**src/rtl/crc_serial_pkg.sv**
```systemverilog
package crc_serial_pkg;

  typedef enum logic [1:0] {
    CRC_12    = 2'd0,
    CRC_16    = 2'd1,
    CRC_CCITT = 2'd2,
    CRC_32    = 2'd3
  } crc_kind_e;

  typedef enum logic [1:0] {
    ST_IDLE  = 2'd0,
    ST_MSG   = 2'd1,
    ST_FLUSH = 2'd2
  } crc_state_e;

  // Register width equals the degree of the generator.
  function automatic int crc_width(crc_kind_e k);
    case (k)
      CRC_12:  return 12;
      CRC_16:  return 16;
      CRC_32:  return 32;
      default: return 16;
    endcase
  endfunction

  // Generator taps with the top term left implicit.
  function automatic logic [31:0] crc_poly(crc_kind_e k);
    case (k)
      CRC_12:  return 32'h0000_080F;
      CRC_16:  return 32'h0000_8005;
      CRC_32:  return 32'h04C1_1DB7;
      default: return 32'h0000_1021;
    endcase
  endfunction

endpackage

```
**src/rtl/crc_shift_reg.sv**
```systemverilog
module crc_shift_reg
  #(parameter int W = 16,
    parameter logic [W-1:0] POLY = 16'h1021)
  (input  logic         clk,
   input  logic         rst,
   input  logic         clr,
   input  logic         shift_en,
   input  logic         flush,
   input  logic         din,
   output logic [W-1:0] rem_q,
   output logic [W-1:0] rem_nxt);

  logic [W-1:0] base;
  logic [W-1:0] step;
  logic         fb;

  // A frame's first bit is folded into an all-zero register.
  assign base = clr ? '0 : rem_q;
  assign fb   = din ^ base[W-1];

  genvar i;
  generate
    for (i = 0; i < W; i++) begin : g_tap
      if (i == 0) begin : g_lsb
        assign step[0] = POLY[0] & fb;
      end else begin : g_mid
        assign step[i] = base[i-1] ^ (POLY[i] & fb);
      end
    end
  endgenerate

  always_comb begin
    if (flush)         rem_nxt = {rem_q[W-2:0], 1'b0};
    else if (shift_en) rem_nxt = step;
    else               rem_nxt = rem_q;
  end

  always_ff @(posedge clk) begin
    if (rst) rem_q <= '0;
    else     rem_q <= rem_nxt;
  end

endmodule

```
**src/rtl/crc_frame_ctrl.sv**
```systemverilog
module crc_frame_ctrl
  import crc_serial_pkg::*;
  #(parameter int W = 16)
  (input  logic clk,
   input  logic rst,
   input  logic bit_vld,
   input  logic sof,
   input  logic eom,
   input  logic mode_chk,
   output logic accept,
   output logic start,
   output logic flush_en,
   output logic cur_mode,
   output logic frame_end);

  localparam int CW = $clog2(W + 1);

  crc_state_e    st_q, st_d;
  logic          mode_q;
  logic [CW-1:0] cnt_q;

  always_comb begin
    cur_mode  = (st_q == ST_IDLE) ? mode_chk : mode_q;
    start     = (st_q == ST_IDLE) && bit_vld && sof;
    accept    = start || ((st_q == ST_MSG) && bit_vld);
    frame_end = accept && eom;
    flush_en  = (st_q == ST_FLUSH);
    st_d      = st_q;
    case (st_q)
      ST_IDLE, ST_MSG: begin
        if (frame_end)   st_d = cur_mode ? ST_IDLE : ST_FLUSH;
        else if (accept) st_d = ST_MSG;
      end
      ST_FLUSH: begin
        if (cnt_q == CW'(W - 1)) st_d = ST_IDLE;
      end
      default: st_d = ST_IDLE;
    endcase
  end

  always_ff @(posedge clk) begin
    if (rst) begin
      st_q   <= ST_IDLE;
      mode_q <= 1'b0;
      cnt_q  <= '0;
    end else begin
      st_q <= st_d;
      if (start) mode_q <= mode_chk;
      cnt_q <= flush_en ? cnt_q + CW'(1) : '0;
    end
  end

endmodule

```
**src/rtl/serial_crc_engine.sv**
```systemverilog
module serial_crc_engine
  import crc_serial_pkg::*;
  #(parameter crc_kind_e KIND = CRC_CCITT)
  (input  logic clk,
   input  logic rst,
   input  logic mode_chk,
   input  logic sof,
   input  logic eom,
   input  logic bit_vld,
   input  logic bit_in,
   output logic ser_out,
   output logic ser_vld,
   output logic chk_done,
   output logic crc_err);

  localparam int          W         = crc_width(KIND);
  localparam logic [31:0] POLY_FULL = crc_poly(KIND);
  localparam logic [W-1:0] POLY     = POLY_FULL[W-1:0];

  logic         accept, start, flush_en, cur_mode, frame_end;
  logic [W-1:0] rem_q, rem_nxt;
  logic         gen_bit;

  crc_frame_ctrl #(.W(W)) u_ctrl (
    .clk       (clk),
    .rst       (rst),
    .bit_vld   (bit_vld),
    .sof       (sof),
    .eom       (eom),
    .mode_chk  (mode_chk),
    .accept    (accept),
    .start     (start),
    .flush_en  (flush_en),
    .cur_mode  (cur_mode),
    .frame_end (frame_end)
  );

  crc_shift_reg #(.W(W), .POLY(POLY)) u_reg (
    .clk      (clk),
    .rst      (rst),
    .clr      (start),
    .shift_en (accept),
    .flush    (flush_en),
    .din      (bit_in),
    .rem_q    (rem_q),
    .rem_nxt  (rem_nxt)
  );

  assign gen_bit = accept && !cur_mode;

  always_ff @(posedge clk) begin
    if (rst) begin
      ser_out  <= 1'b0;
      ser_vld  <= 1'b0;
      chk_done <= 1'b0;
      crc_err  <= 1'b0;
    end else begin
      ser_vld  <= gen_bit || flush_en;
      ser_out  <= flush_en ? rem_q[W-1] : (gen_bit & bit_in);
      chk_done <= frame_end && cur_mode;
      if (frame_end && cur_mode) crc_err <= |rem_nxt;
    end
  end

endmodule

```
**config.mk**
```make
export PLATFORM = sky130hd
export DESIGN_NAME = serial_crc_engine
export DESIGN_NICKNAME = d
export VERILOG_FILES = /design/src/rtl/crc_serial_pkg.sv /design/src/rtl/crc_shift_reg.sv /design/src/rtl/crc_frame_ctrl.sv /design/src/rtl/serial_crc_engine.sv
export SDC_FILE = /design/constraint.sdc
export NUM_CORES = 1
export LEC_CHECK = 0
export ABC_AREA = 0
export BUFFER_PORTS_ARGS = -buffer_cell sky130_fd_sc_hd__buf_4
export CELL_PAD_IN_SITES_DETAIL_PLACEMENT = 0
export CELL_PAD_IN_SITES_GLOBAL_PLACEMENT = 2
export CORE_UTILIZATION = 35
export CTS_CLUSTER_DIAMETER = 120
export DETAILED_ROUTE_END_ITERATION = 7
export PLACE_DENSITY_LB_ADDON = 0.1
export SLEW_MARGIN = 20
export SYNTH_ARGS = -nofsm -noshare
export SYNTH_HDL_FRONTEND = slang
export SYNTH_SLANG_ARGS = --single-unit
```
**constraint.sdc**
```tcl
create_clock -name clk -period 2 [get_ports clk]
set_input_delay 0.4 -clock clk [delete_from_list [all_inputs] [get_ports clk]]
set_output_delay 0.4 -clock clk [all_outputs]
set_load 0.01 [all_outputs]
```
==> results of run 1 <==
-- flip-flops by register name (all words and copies together) (netlist names) --
| name | flops |
|---|---|
| u_ctrl.st_q | 2 |
| crc_err | 1 |
| u_reg.rem_q | 16 |
| chk_done | 1 |
| u_ctrl.cnt_q | 5 |
| u_ctrl.mode_q | 1 |
| ser_out | 1 |
| ser_vld | 1 |
-- kinds of logic after synthesis --
| family | Yosys count | share of synthesized area [%] |
|---|---|---|
| buffers and inverters | 20 | 6.65 |
| AO/OA/AOI/OAI | 45 | 22.8 |
| flip-flops | 28 | 41.4 |
| adder cells (fa/ha/maj) | 2 | 1.85 |
| XOR/XNOR | 3 | 1.94 |
| multiplexers | 3 | 2.68 |
| AND/OR/NAND/NOR | 61 | 22.7 |
-- how the worst max path moves through the flow --
stage	start	cells past startpoint	slack [ns]	to
3_3_place_gp	u_ctrl.st_q[1]$_SDFFE_PP0P_	5	0.004	crc_err$_SDFFE_PP0P_
6_report	u_ctrl.st_q[1]$_SDFFE_PP0P_	5	0.17	crc_err$_SDFFE_PP0P_
2_1_floorplan	bit_vld	7	0.39	crc_err$_SDFFE_PP0P_
5_1_grt	u_ctrl.st_q[1]$_SDFFE_PP0P_	5	0.05	crc_err$_SDFFE_PP0P_
3_5_place_dp	u_ctrl.st_q[1]$_SDFFE_PP0P_	5	0.09	crc_err$_SDFFE_PP0P_
4_1_cts	u_ctrl.st_q[1]$_SDFFE_PP0P_	5	0.07	crc_err$_SDFFE_PP0P_
-- synthesized netlist by cell type (2+ instances only) --
cell type  count
and3_1         3
and4_1         2
clkbuf_1       7
dfxtp_1       28
nor2b_4        2
a21oi_1       19
nand3_1       11
ha_1           2
nand2_1       17
inv_1         10
a211oi_1       2
nand2b_1       4
o41ai_1        2
a22o_1         3
nor2_1        16
nor4_1         2
buf_4          2
a2111oi_0      2
o21ai_0        3
xnor2_1        2
o22ai_1        5
-- layout by cell type, fill, tap and decap left out, drive strengths merged --
cell type,instances
dfxtp,28
o22ai,5
xnor2,2
o21ai,3
o211ai,1
or2,1
clkbuf,4
nor2,16
mux2,2
a21oi,20
o41ai,2
a2111oi,2
and3,3
ha,2
a31oi,1
o32ai,1
a221oi,1
nor4,2
a21o,2
mux2i,1
nand2b,4
and4,2
inv,10
xor2,1
a211oi,3
a221o,1
nor2b,3
buf,16
nor3,2
nand3,11
nand2,17
a22o,3
-- through the flow --
| stage | total power, mW | cells | utilization [%] | setup WS [ns] | hold slack [ns] |
|---|---|---|---|---|---|
| after global placement | 0.739 | 216 | 40.2 | 0.00380 | 0.433 |
| after detailed placement | 0.739 | 216 | 40.2 | 0.0877 | 0.443 |
| after global routing | 1.13 | 220 | 41.9 | 0.0514 | 0.326 |
| final | 1.07 | 220 | 41.9 | 0.173 | 0.343 |
| after floorplan | 0.689 | 162 | - | 0.386 | 0.418 |
| after CTS | 1.09 | 220 | 41.7 | 0.0739 | 0.332 |
-- power breakdown --
part           switching (mW)  internal (mW)  leakage (nW)
Sequential             0.0157          0.571         0.227
Clock                   0.167          0.176        0.0288
Combinational          0.0825         0.0576         0.346
-- routing by layer --
metal	GRT usage [%]	share of wire, %	vias to the layer above
li1	-	-	593
met1	20.8	46	557
met2	30.7	49	27
met3	2.32	3.1	6
met4	5.83	1.7	0
met5	0	0	-
-- worst reg2reg max path: cells and delay by family, from the launching register on --
kind               cells  cell delay [ns]
AOI/OAI and AO/OA      3             0.76
DFF                    1             0.46
and+or+nand+nor        1             0.16
muxes                  1             0.34
-- layout make-up --
| class | count | area share (%) |
|---|---|---|
| multi-input cells | 114 | 46.0 |
| flip-flops and latches | 28 | 36.3 |
| repair buffers | 16 | 7.78 |
| well taps | 48 | 3.89 |
| clock buffers | 4 | 3.57 |
| inverters | 10 | 2.43 |
-- what timing repair did --
action,in CTS,in global routing
buffers inserted,0,0
endpoints found under the hold margin,0,0
resized for setup,0,1
hold buffers,0,0
endpoints found under the setup margin,0,1
==> run metrics, run 1 <==
outcome completed; Synth Register Bits 28; vias in the first global route between 1,000 and 1,500; post-synth top area share approximately 41%; die area roughly 4100 um^2; clk_skew approximately 0.0072 ns; Post-Syn Nets 171; CTS tree yes; Vias/cell approximately 5.4; CTS buffer count 3; max frequency around 0.55 GHz; Primary FF master, synth dfxtp_1; nets ~180; critical path's slowest cell a2111oi_0; routed vias roughly 1,200; GP Congestion between 0.8 and 0.9; antenna-violating nets left 0; final setup TNS 0 ns; endpoints failing hold 0; Hold Path Depth 2; post-synthesis sequential area ratio 41.4%; I/O pin count 11; Least-Margin Pin Slew roughly 0.46 ns; Hold Path End u_ctrl.st_q[0]$_SDFFE_PP0P_; R2R Path Start u_ctrl.st_q[1]$_SDFFE_PP0P_; total congestion overflow 0; largest net degree at the start of global routing 23; Reg2Reg Setup Slack 0.17 ns; CP Data Arrival Time 1.99 ns; gr usage total between 15 and 20%; Slew Limit Headroom ~69%; Worst Path Max Fanout 4; required time of the critical path roughly 2.2 ns; asr flop ratio synth 0%; Hold Crit Class input port to flop; synthesized area per cell between 8 and 9 um^2; final setup fails 0; die height ~64 um; fillers between 300 and 400; row cnt 22; DRC Markers 0; WL final between 3 and 4 mm; root buffer cell clkbuf_8; multi-input combinational cell area ~710 um^2; initial antenna violation count 0; Final period util 91.3%; DP HPWL about 2.5 mm; hold_sp eom; Worst R2R End crc_err$_SDFFE_PP0P_; Crit path buffers/inverters 0; Reg area ~560 um^2; first-pass GRT wire length about 5.4 mm; Clock Latency Late Sink about 0.27 ns; pwr dens slightly below 700 nW/um^2; # clock sinks 28; crit path cell chain mux2_1 -> a2111oi_0 -> a31oi_1 -> nor4_2 -> a211oi_1; core footprint ~3700 um^2; placed instance area between 1000 and 1500 um^2; H-Tree Depth 1; R2R depth 5; Crit path max-delay family compound AO/OA/AOI/OAI gates; Initial Utilization between 30% and 40%; Slew Limit Fails 0; Cell Area, Synth approximately 1400 um^2; PortBufs 10; clock buffer depth 2; synth-to-layout area growth 13.9%; cell accounting for the most synthesized area dfxtp_1; # Max-Cap Violations 0; crit end category flop; clk slew on worst S/H paths roughly 0.090 ns; number of synthesized flops with an enable pin 0; die width about 64 um; cell count after synthesis approximately 160; critical path type flop to flop; YS warnings 0; Iteration-0 DRC Markers 42; Max VDD drop roughly 220 uV; share of layout cells above drive strength 1 between 10% and 20%; drt wl/cell about 15 um; Synth cell types 39; Setup crit start kind flop; Pleak 0.601 nW; n_diodes 0; top cells by area, synth dfxtp_1 (41%), a21oi_1 (7.0%), nand2_1 (4.7%); Final min period between 1.5 and 2 ns; final instance area 1540 um^2; Initial DRT Pass Iterations 4; RSZ-0062 raised after global routing no; slowest stage delay, CP between 0.4 and 0.5 ns
No activity file was read; power rests on OpenSTA's default activity.
==> run 2: changes to the inputs <==
--- a/config.mk
+++ b/config.mk
@@ -12,7 +12,7 @@
 export CORE_UTILIZATION = 35
 export CTS_CLUSTER_DIAMETER = 120
 export DETAILED_ROUTE_END_ITERATION = 7
-export PLACE_DENSITY_LB_ADDON = 0.1
+export PLACE_DENSITY = 0.73
 export SLEW_MARGIN = 20
 export SYNTH_ARGS = -nofsm -noshare
 export SYNTH_HDL_FRONTEND = slang
==> run 2 against run 1 <==
  * Maximum frequency is 2.2% higher
  * Final cell count is 0.91% lower
  * First-iteration DRC count is 9.5% higher
==> run metrics, run 2 (synthesis gave the netlist of run 1 again) <==
outcome completed (unchanged); largest net degree at the start of global routing 23 (unchanged); cts hold-fix bufs 0 (unchanged); critical path's slowest cell dfxtp_2 (was a2111oi_0); clk_skew 0.00581 ns (was 0.00719 ns); crit path cell chain nor2b_4 -> a21o_4 -> mux2_4 -> a31oi_1 -> nor4_1 -> a211oi_1 (was mux2_1 -> a2111oi_0 -> a31oi_1 -> nor4_2 -> a211oi_1); Worst Path Max Fanout 13 (was 4); setup repair bufs after CTS 0 (unchanged); Reg2Reg Setup Slack 0.21 ns (was 0.17 ns); first-pass GRT wire length 5.52 mm (was 5.41 mm); most common cell after layout, fill and taps aside dfxtp_1 (unchanged); post_cts resized 0 (unchanged); die width 64.2 um (unchanged); total congestion overflow 0 (unchanged); I/O pin count 11 (unchanged); Clock Latency Late Sink 0.28 ns (was 0.27 ns); H-Tree Depth 1 (unchanged); Least-Margin Pin Slew 0.459 ns (was 0.455 ns); DRC Markers 0 (unchanged); pwr dens 707 nW/um^2 (was 693 nW/um^2); drt wl/cell 15.0 um (about the same); Tot Pwr 1.08 mW (was 1.07 mW); CTS buffer count 3 (unchanged); die area 4120 um^2 (unchanged); Initial DRT Pass Iterations 4 (unchanged); Crit path buffers/inverters 0 (unchanged); R2R depth 6 (was 5); PortBufs 10 (unchanged); CTS tree yes (unchanged); synth-to-layout area growth 12.5% (was 13.9%); Final min period 1.79 ns (was 1.83 ns); initial antenna violation count 0 (unchanged); final setup TNS 0 ns (unchanged); Slew Limit Headroom 69.4% (was 68.9%); RSZ-0062 raised after global routing no (unchanged); Iteration-0 DRC Markers 46 (was 42); crit path from u_ctrl.st_q[1]$_SDFFE_PP0P_ (unchanged); Max VDD drop 316 uV (was 222 uV); Worst R2R End crc_err$_SDFFE_PP0P_ (unchanged); non-filler cells, final 218 (was 220); Vias/cell 5.41 (was 5.38); max frequency 0.560 GHz (was 0.547 GHz); GP Congestion 0.783 (was 0.840); slowest stage delay, CP 0.45 ns (was 0.48 ns); WHS 0.325 ns (was 0.343 ns); root buffer cell clkbuf_8 (unchanged); required time of the critical path 2.19 ns (was 2.16 ns); Initial Utilization 36.7% (unchanged); endpoints failing hold 0 (unchanged); fillers 400 (was 397); clk slew on worst S/H paths 0.10 ns (was 0.09 ns); # clock sinks 28 (unchanged); vias in the first global route 1,168 (was 1,132); commonest cells after routing, fill and taps aside dfxtp_1 (27), a21oi_1 (19), nand2_1 (17) (was dfxtp_1 (28), a21oi_1 (19), nand2_1 (17)); post-layout worst setup margin 0.213 ns (was 0.173 ns); Setup crit start kind flop (unchanged); Final period util 89.4% (was 91.3%); gr usage total 17.3% (was 17.1%); core footprint 3690 um^2 (unchanged); critical path type flop to flop (unchanged); Hold Crit Class input port to flop (unchanged); Largest regs u_reg.rem_q: 16 flops, u_ctrl.cnt_q: 5 flops, u_ctrl.st_q: 2 flops (unchanged); crit end category flop (unchanged); WL final 3.27 mm (was 3.30 mm); share of layout cells above drive strength 1 15.9% (was 16.9%); WP depth 6 (was 5); nets 180 (was 182); die height 64.2 um (unchanged); antenna-violating nets left 0 (unchanged); Slew Limit Fails 0 (unchanged); Reg with most FFs u_reg.rem_q (unchanged); worst slack at placement 0.0767 ns (was 0.0877 ns); routed vias 1,180 (was 1,183); R2R Path Start u_ctrl.st_q[1]$_SDFFE_PP0P_ (unchanged); # Max-Cap Violations 0 (unchanged); Worst Setup EP crc_err$_SDFFE_PP0P_ (unchanged); Pleak 0.590 nW (was 0.601 nW); clock buffer depth 2 (unchanged); max reg flops 16 (unchanged); row cnt 22 (unchanged); Placed Cells 214 (was 216); DP HPWL 2.36 mm (was 2.50 mm); final setup fails 0 (unchanged); CP Data Arrival Time 1.98 ns (was 1.99 ns); Crit path max-delay family compound AO/OA/AOI/OAI gates (unchanged); n_diodes 0 (unchanged)
==> run 2: changes by cell type in the layout (fill, tap and decap cells not counted) <==
cell / change
buf_4: -2
dfxtp_1: -1
dfxtp_2: +1
nor4_1: +1
nor4_2: -1
==> run 2: power breakdown <==
part / leakage (nW) / internal (mW) / switching [mW]
combinational: 0.334 / 0.0530 / 0.0802
sequential: 0.227 / 0.571 / 0.0177
clock: 0.0288 / 0.177 / 0.178
==> run 2: through the flow <==
stage                     cell area, um^2  util [%]
after floorplan                      1360         -
after global placement               1470      39.8
after detailed placement             1470      39.8
after CTS                            1520      41.3
after global routing                 1520      41.3
final                                1520      41.3
==> run 2: worst min-delay path by stage <==
stage / from / to / slack, ns / cells past startpoint
after floorplan: u_ctrl.cnt_q[0]$_SDFF_PP0_ / u_ctrl.cnt_q[0]$_SDFF_PP0_ / 0.42 / 1
after CTS: eom / u_ctrl.st_q[0]$_SDFFE_PP0P_ / 0.33 / 2
after global placement: u_ctrl.cnt_q[0]$_SDFF_PP0_ / u_ctrl.cnt_q[0]$_SDFF_PP0_ / 0.43 / 1
after global routing: eom / u_ctrl.st_q[0]$_SDFFE_PP0P_ / 0.32 / 2
final: eom / u_ctrl.st_q[0]$_SDFFE_PP0P_ / 0.32 / 2
after detailed placement: u_ctrl.cnt_q[0]$_SDFF_PP0_ / u_ctrl.cnt_q[0]$_SDFF_PP0_ / 0.44 / 1
==> run 2: final cells by class <==
type | count | area (um^2) | share of cell area [%]
inverters | 10 | 37.5 | 2.46
flip-flops and latches | 28 | 562 | 36.9
repair buffers | 14 | 105 | 6.90
multi-input cells | 114 | 704 | 46.2
clock buffers | 4 | 55.1 | 3.61
well taps | 48 | 60.1 | 3.94
==> run 2: layer usage <==
metal | vias up | GRT usage (%) | part of all wire, %
met5 | - | 0 | 0
met4 | 0 | 8.89 | 2.7
met3 | 9 | 2.50 | 3.3
met2 | 21 | 28.7 | 46
met1 | 562 | 21.6 | 48
li1 | 588 | - | -
==> run 2: worst reg2reg max path: cells and delay by family (launching register included) <==
family          cells  cell delay, ns
flops               1            0.45
simple gates        2            0.38
mux                 1            0.31
compound gates      3            0.56
==> run 3: changes to the inputs <==
--- a/config.mk
+++ b/config.mk
@@ -5,11 +5,11 @@
 export SDC_FILE = /design/constraint.sdc
 export NUM_CORES = 1
 export LEC_CHECK = 0
-export ABC_AREA = 0
+export ABC_AREA = 1
 export BUFFER_PORTS_ARGS = -buffer_cell sky130_fd_sc_hd__buf_4
-export CELL_PAD_IN_SITES_DETAIL_PLACEMENT = 0
-export CELL_PAD_IN_SITES_GLOBAL_PLACEMENT = 2
-export CORE_UTILIZATION = 35
+export CELL_PAD_IN_SITES_DETAIL_PLACEMENT = 1
+export CELL_PAD_IN_SITES_GLOBAL_PLACEMENT = 1
+export CORE_UTILIZATION = 41
 export CTS_CLUSTER_DIAMETER = 120
 export DETAILED_ROUTE_END_ITERATION = 7
 export PLACE_DENSITY = 0.73
==> run 3 against run 2 <==
  * Sequential share of layout area rose by 0.56 points
  * Synthesized cell count increased by 23%
  * Clock power rose by 5.6%
  * Critical path type unchanged
  * Critical endpoint unchanged
  * Via count increased by 6.3%
==> run metrics, run 3 <==
Crit path buffers/inverters 1 (was 0); die height 58.9 um (was 64.2 um); Hold Path Depth 3 (was 2); Reg with most FFs u_reg.rem_q (unchanged); critical path type flop to flop (unchanged); GP Congestion 0.788 (was 0.783); H-Tree Depth 1 (unchanged); CP Data Arrival Time 2.06 ns (was 1.98 ns); WHS 0.334 ns (was 0.325 ns); Clock Latency Late Sink 0.33 ns (was 0.28 ns); Setup crit start kind flop (unchanged); Least-Margin Pin Slew 0.405 ns (was 0.459 ns); cell accounting for the most synthesized area dfxtp_1 (unchanged); worst slack at placement 0.238 ns (was 0.0767 ns); cts hold-fix bufs 0 (unchanged); die area 3470 um^2 (was 4120 um^2); YS warnings 0 (unchanged); final core occ 49.1% (was 41.3%); Initial Utilization 43.4% (was 36.7%); multi-input combinational cell area 653 um^2 (was 704 um^2); PortBufs 10 (unchanged); clk_skew 0.00868 ns (was 0.00581 ns); Cell Area, Synth 1330 um^2 (was 1360 um^2); nets 221 (was 180); required time of the critical path 2.25 ns (was 2.19 ns); Hold Path End ser_out$_SDFF_PP0_ (was u_ctrl.st_q[0]$_SDFFE_PP0P_); vias in the first global route 1,244 (was 1,168); synthesized area per cell 6.66 um^2 (was 8.36 um^2); post_cts resized 0 (unchanged); largest net degree at the start of global routing 25 (was 23); max frequency 0.550 GHz (was 0.560 GHz); DRC Markers 0 (unchanged); Vias/cell 4.92 (was 5.41); Worst Path Max Fanout 6 (was 13); most common cell after layout, fill and taps aside nand2_1 (was dfxtp_1); CTS buffer count 3 (unchanged); hold_sp bit_in (was eom); outcome completed (unchanged); DP HPWL 2.49 mm (was 2.36 mm); post-synth top area share 42.3% (was 41.4%); Reg2Reg Setup Slack 0.18 ns (was 0.21 ns); synth-to-layout area growth 12.9% (was 12.5%); clk slew on worst S/H paths 0.16 ns (was 0.10 ns); Crit path max-delay family simple AND/OR/NAND/NOR gates (was compound AO/OA/AOI/OAI gates); most instantiated cells after synthesis nand2_1 (60), nor2_1 (32), dfxtp_1 (28), inv_1 (23), nand3_1 (21) (was dfxtp_1 (28), a21oi_1 (19), nand2_1 (17), nor2_1 (16), nand3_1 (11)); most frequent cell on the critical path nand2_1; gr usage total 21.7% (was 17.3%); n_diodes 0 (unchanged); Post-Syn Nets 208 (was 171); final setup fails 0 (unchanged); number of synthesized flops with an enable pin 0 (unchanged); root buffer cell clkbuf_4 (was clkbuf_8); Placed Cells 251 (was 214); final instance area 1500 um^2 (was 1520 um^2); crit end category flop (unchanged); commonest cells after routing, fill and taps aside nand2_1 (60), nor2_1 (32), dfxtp_1 (28) (was dfxtp_1 (27), a21oi_1 (19), nand2_1 (17)); Synth cell types 21 (was 39); top cells by area, synth dfxtp_1 (42%), nand2_1 (17%), nor2_1 (9.1%) (was dfxtp_1 (41%), a21oi_1 (7.0%), nand2_1 (4.7%)); row cnt 20 (was 22); Worst R2R End crc_err$_SDFFE_PP0P_ (unchanged); Synth Register Bits 28 (unchanged); asr flop ratio synth 0% (unchanged); R2R depth 10 (was 6); post-layout worst setup margin 0.183 ns (was 0.213 ns); Initial DRT Pass Iterations 4 (unchanged); R2R Path Start u_ctrl.st_q[1]$_SDFFE_PP0P_ (unchanged); cell count after synthesis 199 (was 162); # clock sinks 28 (unchanged); routed vias 1,254 (was 1,180); I/O pin count 11 (unchanged); drt wl/cell 12.8 um (was 15.0 um); Final min period 1.82 ns (was 1.79 ns); first-pass GRT wire length 5.62 mm (was 5.52 mm); core footprint 3050 um^2 (was 3690 um^2); initial antenna violation count 0 (unchanged); share of layout cells above drive strength 1 11.4% (was 15.9%); top-count cell post-synth nand2_1 (was dfxtp_1); final setup TNS 0 ns (unchanged); fillers 422 (was 400); Largest regs u_reg.rem_q: 16 flops, u_ctrl.cnt_q: 5 flops, u_ctrl.st_q: 2 flops (unchanged); setup repair bufs after CTS 0 (unchanged); antenna-violating nets left 0 (unchanged); total congestion overflow 0 (unchanged); Reg area 561 um^2 (was 562 um^2); Iteration-0 DRC Markers 62 (was 46); crit path cell chain nor2_2 -> nand2_2 -> nand2_1 -> nand2_1 -> nand3b_1 -> nand3_1 -> a21boi_0 -> nand3_1 -> nand2_1 -> inv_1 (was nor2b_4 -> a21o_4 -> mux2_4 -> a31oi_1 -> nor4_1 -> a211oi_1); Pleak 0.712 nW (was 0.590 nW); Primary FF master, synth dfxtp_1 (unchanged); critical path's slowest cell dfxtp_1 (was dfxtp_2); max reg flops 16 (unchanged); endpoints failing hold 0 (unchanged); Hold Crit Class input port to flop (unchanged); Slew Limit Fails 0 (unchanged); RSZ-0062 raised after global routing no (unchanged); # Max-Cap Violations 0 (unchanged); Tot Pwr 1.19 mW (was 1.08 mW); post-synthesis sequential area ratio 42.3% (was 41.4%); WL final 3.26 mm (was 3.27 mm); Max VDD drop 386 uV (was 316 uV); slowest stage delay, CP 0.40 ns (was 0.45 ns); placed instance area 1450 um^2 (was 1470 um^2); pwr dens 792 nW/um^2 (was 707 nW/um^2); Final period util 90.9% (was 89.4%); CTS tree yes (unchanged); Slew Limit Headroom 72.8% (was 69.4%); non-filler cells, final 255 (was 218); die width 58.9 um (was 64.2 um); clock buffer depth 2 (unchanged)
[run 3: cell types whose count changed in the layout (fill, tap and decap cells not counted), moves of 3 or more]
cell / change
a21oi_1: -8
nand2b_1: -4
inv_1: +13
clkbuf_4: +3
a22o_1: -3
nand3_1: +10
nor2_1: +16
and3_1: -3
nand2_1: +43
buf_4: -3
clkbuf_8: -4
o22ai_1: -5
nand2_2: +3
[run 3: power by group]
group          switching, mW  internal, mW  total (mW)  leakage, nW
Sequential            0.0192         0.587       0.606        0.228
Clock                  0.172         0.203       0.375       0.0279
Combinational          0.136        0.0693       0.205        0.456
[run 3: tightest hold or removal path, stage by stage]
cell	delay (ns)
buf_4	0.12
nand2_1	0.06
a21oi_1	0.05
[run 3: logic make-up after synthesis]
logic type | after synthesis | synth area share (%)
AOI/OAI and AO/OA | 17 | 7.26
DFF | 28 | 42.3
buffers and inverters | 28 | 8.49
adders and majority gates | 2 | 1.89
and+or+nand+nor | 124 | 40.1
[run 3: layer usage]
| layer | wire (um) | track usage (%) |
|---|---|---|
| met5 | 0 | 0 |
| met4 | 36 | 8.84 |
| met3 | 74 | 1.98 |
| met2 | 1650 | 37.5 |
| met1 | 1500 | 27.7 |
[run 3: cell type report]
class | count | share of cell area [%]
clock buffer | 3 | 1.50
sequential | 28 | 37.4
clock inverter | 1 | 2.01
multi-input combinational | 143 | 43.6
tap | 44 | 3.68
timing repair buffer | 11 | 5.51
inverter | 25 | 6.27
[run 3: worst max path at each step]
stage                                      startpoint                    to  slack [ns]  cells past startpoint
after global routing      u_ctrl.st_q[0]$_SDFFE_PP0P_  crc_err$_SDFFE_PP0P_        0.02                     12
final                     u_ctrl.st_q[1]$_SDFFE_PP0P_  crc_err$_SDFFE_PP0P_        0.18                     10
after CTS                 u_ctrl.st_q[1]$_SDFFE_PP0P_  crc_err$_SDFFE_PP0P_        0.22                     10
after detailed placement                      bit_vld  crc_err$_SDFFE_PP0P_        0.24                     12
after floorplan           u_ctrl.st_q[1]$_SDFFE_PP0P_  crc_err$_SDFFE_PP0P_        0.62                     10
after global placement                            sof  crc_err$_SDFFE_PP0P_        0.34                     11
